File: src/rtl/spif_pkg.sv
`timescale 1ns/1ps
package spif_pkg;
  localparam logic [7:0] OP_READ  = 8'h03;
  localparam logic [7:0] OP_FREAD = 8'h0B;
  localparam logic [7:0] OP_STAT  = 8'h05;
  localparam logic [7:0] OP_JEDEC = 8'h9F;
  localparam logic [7:0] OP_ID    = 8'hAB;
  localparam logic [7:0] OP_SLEEP = 8'hB9;
  localparam logic [7:0] ID_SHORT = 8'h44;

  typedef enum logic [2:0] {PH_CMD, PH_ADDR, PH_DUMMY, PH_OUT, PH_SKIP} phase_e;
  typedef enum logic [1:0] {SRC_ARRAY, SRC_STAT, SRC_JEDEC, SRC_ID} src_e;

  function automatic logic [7:0] jedec_byte(input logic [1:0] idx);
    case (idx)
      2'd0:    return 8'h62;
      2'd1:    return 8'h06;
      2'd2:    return 8'h12;
      default: return 8'h00;
    endcase
  endfunction
endpackage

File: src/rtl/spif_front.sv
`timescale 1ns/1ps
module spif_front (
  input  logic clk_i,
  input  logic rst_ni,
  input  logic cs_ni,
  input  logic sck_i,
  input  logic hold_ni,
  output logic rise_o,
  output logic fall_o,
  output logic held_o,
  output logic mode3_o
);
  logic sck_q, cs_q, hold_q, held_q, mode_q;

  always_ff @(posedge clk_i or negedge rst_ni) begin
    if (!rst_ni) begin
      sck_q  <= 1'b0;
      cs_q   <= 1'b1;
      hold_q <= 1'b1;
      held_q <= 1'b0;
      mode_q <= 1'b0;
    end else begin
      sck_q  <= sck_i;
      cs_q   <= cs_ni;
      hold_q <= hold_ni;
      if (cs_q && !cs_ni) mode_q <= sck_i;
      if (cs_ni)                           held_q <= 1'b0;
      else if (hold_q && !hold_ni && !sck_i) held_q <= 1'b1;
      else if (!hold_q && hold_ni)         held_q <= 1'b0;
    end
  end

  assign rise_o  = !cs_ni && !held_q &&  sck_i && !sck_q;
  assign fall_o  = !cs_ni && !held_q && !sck_i &&  sck_q;
  assign held_o  = held_q;
  assign mode3_o = mode_q;


  mode_pick_chk: assert property (@(posedge clk_i) disable iff (!rst_ni)
    (cs_q && !cs_ni) |=> (mode3_o == $past(sck_i)));
endmodule

File: src/rtl/spif_regfile.sv
`timescale 1ns/1ps
module spif_regfile #(
  parameter int AW = 6
) (
  input  logic          clk_i,
  input  logic          we_i,
  input  logic [AW-1:0] waddr_i,
  input  logic [7:0]    wdata_i,
  input  logic [AW-1:0] raddr_i,
  output logic [7:0]    rdata_o
);
  localparam int DEPTH = 1 << AW;
  logic [7:0] mem_q [DEPTH];

  always_ff @(posedge clk_i) begin
    if (we_i) mem_q[waddr_i] <= wdata_i;
  end

  assign rdata_o = mem_q[raddr_i];
endmodule

File: src/rtl/spif_seq.sv
`timescale 1ns/1ps
module spif_seq
  import spif_pkg::*;
#(
  parameter int ADDR_W = 18,
  parameter int MEM_AW = 6
) (
  input  logic              clk_i,
  input  logic              rst_ni,
  input  logic              cs_ni,
  input  logic              rise_i,
  input  logic              fall_i,
  input  logic              held_i,
  input  logic              si_i,
  input  logic [7:0]        status_i,
  input  logic [7:0]        mem_rdata_i,
  output logic [MEM_AW-1:0] mem_raddr_o,
  output logic              so_o,
  output logic              so_oe_o
);
  localparam logic [ADDR_W-1:0] ADDR_ONE = 1;

  phase_e            phase_q;
  src_e              src_q;
  logic              fast_q, pd_q, pd_arm_q, so_q, oe_q;
  logic [2:0]        bit_cnt_q, tx_cnt_q;
  logic [1:0]        byte_cnt_q, id_idx_q;
  logic [6:0]        rx_sh_q, tx_sh_q;
  logic [ADDR_W-1:0] addr_q;
  logic [7:0]        rx_byte, cur_byte;
  logic              busy;

  assign rx_byte = {rx_sh_q, si_i};
  assign busy    = status_i[0];

  always_comb begin
    case (src_q)
      SRC_ARRAY: cur_byte = mem_rdata_i;
      SRC_STAT:  cur_byte = status_i;
      SRC_JEDEC: cur_byte = jedec_byte(id_idx_q);
      default:   cur_byte = ID_SHORT;
    endcase
  end

  always_ff @(posedge clk_i or negedge rst_ni) begin
    if (!rst_ni) begin
      phase_q    <= PH_CMD;
      src_q      <= SRC_ARRAY;
      fast_q     <= 1'b0;
      pd_q       <= 1'b0;
      pd_arm_q   <= 1'b0;
      so_q       <= 1'b0;
      oe_q       <= 1'b0;
      bit_cnt_q  <= '0;
      tx_cnt_q   <= '0;
      byte_cnt_q <= '0;
      id_idx_q   <= '0;
      rx_sh_q    <= '0;
      tx_sh_q    <= '0;
      addr_q     <= '0;
    end else if (cs_ni) begin
      // deselect: commit a clean power-down request, clear serial state
      if (pd_arm_q) pd_q <= 1'b1;
      pd_arm_q   <= 1'b0;
      phase_q    <= PH_CMD;
      oe_q       <= 1'b0;
      bit_cnt_q  <= '0;
      tx_cnt_q   <= '0;
      byte_cnt_q <= '0;
      id_idx_q   <= '0;
    end else begin
      if (rise_i) begin
        rx_sh_q   <= rx_byte[6:0];
        bit_cnt_q <= bit_cnt_q + 3'd1;
        pd_arm_q  <= 1'b0;
        if (bit_cnt_q == 3'd7) begin
          case (phase_q)
            PH_CMD: begin
              phase_q <= PH_SKIP;
              fast_q  <= 1'b0;
              if (pd_q) begin
                if (rx_byte == OP_ID) begin
                  pd_q    <= 1'b0;
                  phase_q <= PH_ADDR;
                  src_q   <= SRC_ID;
                end
              end else begin
                case (rx_byte)
                  OP_READ:  begin phase_q <= PH_ADDR; src_q <= SRC_ARRAY; end
                  OP_FREAD: begin phase_q <= PH_ADDR; src_q <= SRC_ARRAY; fast_q <= 1'b1; end
                  OP_STAT:  begin phase_q <= PH_OUT;  src_q <= SRC_STAT; end
                  OP_JEDEC: if (!busy) begin phase_q <= PH_OUT;  src_q <= SRC_JEDEC; end
                  OP_ID:    if (!busy) begin phase_q <= PH_ADDR; src_q <= SRC_ID; end
                  OP_SLEEP: if (!busy) pd_arm_q <= 1'b1;
                  default: ;
                endcase
              end
            end
            PH_ADDR: begin
              addr_q     <= {addr_q[ADDR_W-9:0], rx_byte};
              byte_cnt_q <= byte_cnt_q + 2'd1;
              if (byte_cnt_q == 2'd2) begin
                byte_cnt_q <= '0;
                phase_q    <= fast_q ? PH_DUMMY : PH_OUT;
              end
            end
            PH_DUMMY: phase_q <= PH_OUT;
            default: ;
          endcase
        end
      end
      if (fall_i && phase_q == PH_OUT) begin
        oe_q     <= 1'b1;
        tx_cnt_q <= tx_cnt_q + 3'd1;
        if (tx_cnt_q == 3'd0) begin
          so_q    <= cur_byte[7];
          tx_sh_q <= cur_byte[6:0];
          if (src_q == SRC_ARRAY) addr_q   <= addr_q + ADDR_ONE;
          if (src_q == SRC_JEDEC) id_idx_q <= id_idx_q + 2'd1;
        end else begin
          so_q    <= tx_sh_q[6];
          tx_sh_q <= {tx_sh_q[5:0], 1'b0};
        end
      end
    end
  end

  assign mem_raddr_o = addr_q[MEM_AW-1:0];
  assign so_o        = so_q;
  assign so_oe_o     = oe_q && !held_i;


  so_edge_chk: assert property (@(posedge clk_i) disable iff (!rst_ni)
    !fall_i |=> $stable(so_q));

  oe_idle_chk: assert property (@(posedge clk_i) disable iff (!rst_ni)
    cs_ni |=> !so_oe_o);

  pd_entry_chk: assert property (@(posedge clk_i) disable iff (!rst_ni)
    (!pd_q && !cs_ni) |=> !pd_q);

  id_busy_chk: assert property (@(posedge clk_i) disable iff (!rst_ni)
    (!cs_ni && rise_i && bit_cnt_q == 3'd7 && phase_q == PH_CMD && !pd_q &&
     busy && rx_byte == OP_JEDEC) |=> (phase_q == PH_SKIP));
endmodule

File: src/rtl/spif_read_top.sv
`timescale 1ns/1ps
module spif_read_top #(
  parameter int ADDR_W = 18,
  parameter int MEM_AW = 6
) (
  input  logic              clk_i,
  input  logic              rst_ni,
  input  logic              cs_ni,
  input  logic              sck_i,
  input  logic              si_i,
  input  logic              hold_ni,
  input  logic [7:0]        status_i,
  input  logic              init_we_i,
  input  logic [MEM_AW-1:0] init_addr_i,
  input  logic [7:0]        init_data_i,
  output logic              so_o,
  output logic              so_oe_o,
  output logic              mode3_o
);
  logic              rise, fall, held;
  logic [MEM_AW-1:0] raddr;
  logic [7:0]        rdata;

  spif_front u_front (
    .clk_i   (clk_i),
    .rst_ni  (rst_ni),
    .cs_ni   (cs_ni),
    .sck_i   (sck_i),
    .hold_ni (hold_ni),
    .rise_o  (rise),
    .fall_o  (fall),
    .held_o  (held),
    .mode3_o (mode3_o)
  );

  spif_regfile #(.AW(MEM_AW)) u_mem (
    .clk_i   (clk_i),
    .we_i    (init_we_i),
    .waddr_i (init_addr_i),
    .wdata_i (init_data_i),
    .raddr_i (raddr),
    .rdata_o (rdata)
  );

  spif_seq #(.ADDR_W(ADDR_W), .MEM_AW(MEM_AW)) u_seq (
    .clk_i       (clk_i),
    .rst_ni      (rst_ni),
    .cs_ni       (cs_ni),
    .rise_i      (rise),
    .fall_i      (fall),
    .held_i      (held),
    .si_i        (si_i),
    .status_i    (status_i),
    .mem_rdata_i (rdata),
    .mem_raddr_o (raddr),
    .so_o        (so_o),
    .so_oe_o     (so_oe_o)
  );
endmodule

File: config.mk
export PLATFORM = sky130hd
export DESIGN_NAME = spif_read_top
export DESIGN_NICKNAME = d
export VERILOG_FILES = /design/src/rtl/spif_pkg.sv /design/src/rtl/spif_front.sv /design/src/rtl/spif_regfile.sv /design/src/rtl/spif_seq.sv /design/src/rtl/spif_read_top.sv
export SDC_FILE = /design/constraint.sdc
export NUM_CORES = 1
export LEC_CHECK = 0
export BUFFER_PORTS_ARGS = -buffer_cell sky130_fd_sc_hd__buf_4
export CAP_MARGIN = 20
export CORE_MARGIN = 5
export CORE_UTILIZATION = 35
export DETAILED_ROUTE_END_ITERATION = 8
export HOLD_SLACK_MARGIN = 0.05
export PLACE_DENSITY_LB_ADDON = 0.2
export SKIP_LAST_GASP = 1
export SYNTH_ARGS = -nofsm -noshare
export SYNTH_HDL_FRONTEND = slang
export SYNTH_SLANG_ARGS = --single-unit
export TNS_END_PERCENT = 50
File: constraint.sdc
create_clock -name clk_i -period 6.6 [get_ports clk_i]
set_clock_uncertainty 0.2 [all_clocks]
set_input_delay 1.32 -clock clk_i [delete_from_list [all_inputs] [get_ports clk_i]]
set_output_delay 1.32 -clock clk_i [all_outputs]
set_load 0.03 [all_outputs]
### Word-level counts from Yosys, hierarchy flattened

Memory sizes are Yosys's and may differ from the RTL's.
Index checks and enable logic that the tools add are counted.

* RAM bits: 512
* word-level logic and storage cells: 148
* memories kept: 1
* register bits: 57
* bits of input ports: 29

Memory list
* u_mem.mem_q: depth 64, bits a word 8, read ports 1, clocked after Yosys merged registers in 0, wr ports 1, line spif_regfile.sv:13 `logic [7:0] mem_q [DEPTH];`

* reductions and logical operators: 40
* equality and inequality tests: 20
* multiplexer cells: 62
* bitwise operators: 1
* add/subtract/negate cells: 5

Operators with widths (count)
* $mux 18: 6
* $mux 3: 12
* $mux 2: 13
* $mux 1: 25
* $eq 8x8->1 const B: 3
* $pmux 8 s3: 1
* $pmux 7 s3: 1
* $add 18x1->18 const B: 1
* $reduce_bool 2->1: 7
* $pmux 3 s4: 1
* $reduce_and 4->1: 3
* $logic_and 1x1->1: 11
* $ne 3x2->1 const B: 3
* $pmux 3 s3: 1
* $eq 8x2->1 const B: 1
* $eq 8x3->1 const B: 1
* $eq 8x4->1 const B: 1
* $pmux 2 s4: 1
* $reduce_and 8->1: 1
* $reduce_bool 4->1: 2
* $mux 7: 1
* $add 3x1->3 const B: 2
* $eq 2x2->1 const B: 3
* $eq 3x2->1 const B: 2
* other kinds (14): 25

### Longest topological paths before layout

* depth in word-level cells: 8
* depth in mapped cells: 10

### Cells and area by module

From an unflattened synthesis, not the netlist that was laid out.

* cell total of the unflattened synthesis: 1188
* area total of the unflattened synthesis: 22486.6 µm²

By module, submodules not included
* spif_regfile: seq. area each 15374.7 µm², area an instance 20006.7 µm², cells an instance 932, times used 1
* spif_seq: seq. area each 1001.0 µm², area an instance 2289.7 µm², cells an instance 243, times used 1
* spif_front: seq. area each 127.6 µm², area an instance 190.2 µm², cells an instance 13, times used 1

### Worst setup path before layout

No wires, ideal clock.

* path kind: in2reg
* start point: input port init_addr_i[5]
* end point: memory u_mem.mem_q[40][0] (enable)
* arrival time: 2.681 ns
* data required time: 6.005 ns
* buffers on the path: 1
* setup slack: 3.324 ns
* cell stages on the path: 3
* path through: clkbuf_1 -> nand4b_1 -> nor4_1

RTL lines
* from (decl): line spif_read_top.sv:14 `input logic [MEM_AW-1:0] init_addr_i,`
* to (decl): line spif_regfile.sv:13

Straight into the memory's write port.

### Worst setup path after layout

* start point: register u_seq.addr_q[0]
* end point: register u_seq.tx_sh_q[2]

* cells in the longest elaborated chain, start to end: 3

Ends and longest elaborated chain
* from (decl): line spif_seq.sv:29 `logic [ADDR_W-1:0] addr_q;`
* from (signal assigned): line spif_seq.sv:100 `addr_q <= {addr_q[ADDR_W-9:0], rx_byte};`
* from (signal assigned): line spif_seq.sv:118 `if (src_q == SRC_ARRAY) addr_q <= addr_q + ADDR_ONE;`
* $mem_v2 64x8
* $pmux 8 s3: line spif_seq.sv:37 `case (src_q)`
* $mux 7: line spif_seq.sv:115 `if (tx_cnt_q == 3'd0) begin`
* to (signal assigned): line spif_seq.sv:117 `tx_sh_q <= cur_byte[6:0];`
* to (signal assigned): line spif_seq.sv:122 `tx_sh_q <= {tx_sh_q[5:0], 1'b0};`
* to (decl): line spif_seq.sv:28 `logic [6:0] rx_sh_q, tx_sh_q;`

Every way passes these cells.
A chain may end at the register's enable or synchronous reset.

==> impl_metrics.env <==
export IMPL_final_nets=1353
export IMPL_drc=0
export IMPL_core_area_mm2=0.0643
export IMPL_routabilityCongestion=0.828
export IMPL_die_w_um=264
export IMPL_fin_ws_ps=3130
export IMPL_cts_hold_buf=0
export IMPL_synthArstFlopShare_pct=8.08
export IMPL_place_ws_ps=2790
export IMPL_relSlewSlack_pct=30.8
export IMPL_drt_iter0_markers=1050
export IMPL_ir_drop_mv=0.202
export IMPL_synth_seq_cells=557
export IMPL_root_buffer="clkbuf_16"
export IMPL_synth_ff_type="edfxtp_1"
export IMPL_via_per_inst=5.36
export IMPL_outcome="finished clean"
export IMPL_start_util_pct=35.2
export IMPL_vias=11800
export IMPL_grt_pass1_wl_um=84300
export IMPL_grt_util_all_layers_pct=16.1
export IMPL_post_cts_setup_buffer_count=0
export IMPL_syn_nets=1315
export IMPL_grt_max_degree=65
export IMPL_hp_class="register to register"
export IMPL_cts_buffers=57
export IMPL_synth_edff_count=512
export IMPL_wl_um=57300
export IMPL_overflow=0
export IMPL_drt_first_pass_iters=5
export IMPL_crit_required_ps=6890
export IMPL_slew_violations=0
export IMPL_wl_per_cell_um=25.9
export IMPL_reg2reg_slack_ps=3130
export IMPL_row_count=93
export IMPL_crit_type="register to register"
export IMPL_synth_common_cells="edfxtp_1, nor2_1, mux4_2"
export IMPL_clkSinkCount=557
export IMPL_cts_tree="built"
export IMPL_port_buffers=31
export IMPL_min_period_ps=3470
export IMPL_cellPowerDensity_mw_per_mm2=283
export IMPL_finalCritPeriodShare_pct=52.6
export IMPL_first_global_vias=12100
export IMPL_die_h_um=264
export IMPL_drt_antenna_violating_nets=0
export IMPL_dp_hpwl_um=35400
export IMPL_layout_drive_gt1_share_pct=18.0
export IMPL_antenna_found_initial=2
export IMPL_setup_worst_path_start_class="register"
export IMPL_syn_to_final_growth_pct=12.7
export IMPL_end_kind="register"
export IMPL_clk_pin_slew_ps=60
export IMPL_htree_levels=2
export IMPL_ios=32
export IMPL_fillers=5788
export IMPL_synth_warnings=0
export IMPL_synthCells=1277
export IMPL_setup_violations=0
export IMPL_power_leakage_uw=0.00791
export IMPL_timing_max_cap_violations=0
export IMPL_critPathArrivalTime_ps=3760
export IMPL_hold_ws_ps=307
export IMPL_cts_path_max_buffers=3
export IMPL_hold_viol=0
export IMPL_rsz0062_at_grt="false"
export IMPL_cts_resized_gates=0
export IMPL_synth_top_area_share_pct=67.8
export IMPL_setup_tns_ps=0
export IMPL_ys_top_cells_by_area="edfxtp_1, mux4_2, dfrtp_1"
export IMPL_synth_area_per_cell_um2=17.7
export IMPL_synth_most_common_cell="edfxtp_1"
export IMPL_ys_types=67
export IMPL_die_area_mm2=0.0700
export IMPL_synth_top_cell_by_area="edfxtp_1"
export IMPL_yosysSeqAreaShare_pct=72.8
export IMPL_tightest_slew_ps=1040
export IMPL_worst_skew_pair_late_latency_ps=620
export IMPL_synth_area_mm2=0.0227
export IMPL_max_freq_mhz=288
export IMPL_cp_max_fo=27
where the power goes:
part	switching [µW]	internal [µW]	total, µW
logic	123	52.5	176
registers	36.4	3900	3930
clock network	1330	1800	3130
total	1490	5740	7240
registers in the layout (all words and copies together), names as in the netlist, 2 cells and up:
register,count
u_seq.src_q,2
u_mem.mem_q,512
u_seq.tx_cnt_q,3
u_seq.rx_sh_q,7
u_seq.id_idx_q,2
u_seq.addr_q,6
u_seq.phase_q,3
u_seq.tx_sh_q,7
u_seq.bit_cnt_q,3
u_seq.byte_cnt_q,2
routing by layer:
layer  wire, µm  up-vias  track usage [%]
li1           -     5202                -
met1      26300     6210             23.6
met2      26100      345             24.7
met3       3660       92             3.22
met4       1230        0             4.06
met5          0        -                0
kinds of logic (layout without fill, tap and decap cells):
group                    after synthesis  count (layout)  synth area share [%]
AO/OA/AOI/OAI                        150             150                  4.33
flip-flops                           557             557                  72.8
multiplexers                         171             171                  13.8
buffers and inverters                 85             163                  2.00
other                                  0               1                     0
XOR/XNOR                               4               4                 0.155
adder cells (fa/ha/maj)                9               9                 0.497
AND/OR/NAND/NOR                      301             301                  6.45
final cells by class:
cell class                      instances  area, µm²  area share, %
Antenna cell                            1       2.50        0.00980
Clock buffer                           72       1500           5.89
Clock inverter                         27        270           1.06
Inverter                               11       41.3          0.162
Multi-Input combinational cell        635       5710           22.4
Sequential cell                       557      16500           64.6
Tap cell                              855       1070           4.19
Timing Repair Buffer                   53        434           1.70
cells in the final DEF, fill, tap and decap left out, types with 10 or more instances in the layout:
cell / netlist / routed
mux2_2: 10 / 10
nand2_1: 64 / 64
clkbuf_1: 35 / 14
mux2i_1: 53 / 53
a21oi_1: 32 / 32
clkbuf_16: 0 / 58
edfxtp_1: 512 / 512
nand3_1: 25 / 25
nor4_1: 11 / 11
a22oi_1: 29 / 29
o22ai_1: 14 / 14
mux4_2: 96 / 96
nor2b_1: 15 / 15
buf_4: 11 / 47
mux4_1: 12 / 12
dfrtp_1: 43 / 41
o21ai_0: 21 / 21
clkinv_1: 1 / 14
nor3_1: 18 / 18
nor2_1: 108 / 108
nand2b_1: 12 / 12
final timing paths:
check	start	to	depth (start not counted)
max in group asynchronous	rst_ni	u_seq.addr_q[1]	1
worst max register to register	u_seq.addr_q[0]	u_seq.tx_sh_q[2]	6
min in group asynchronous	rst_ni	u_seq.bit_cnt_q[2]	1
worst max-delay path	u_seq.addr_q[0]	u_seq.tx_sh_q[2]	6
worst min-delay path	u_front.hold_q	u_front.held_o	2
worst min register to register	u_front.hold_q	u_front.held_o	2
stage by stage:
step | area [µm²] | util [%] | power, µW | std cells
global route | 25500 | 39.7 | 7470 | 2210
global placement | 23700 | 36.9 | 4180 | 2108
finish | 25500 | 39.7 | 7240 | 2211
detailed placement | 23800 | 36.9 | 4190 | 2109
floorplan | 22700 | - | 4070 | 1277
CTS | 25500 | 39.7 | 7310 | 2208
critical path, cell delays in order, from the launching register on:
cell and delay [ps]:
dfrtp_4 780, buf_4 460, mux4_1 630, and2_1 200
a211oi_1 750, or4_1 230, o21ai_1 60
(Power assumes the default switching activity.)
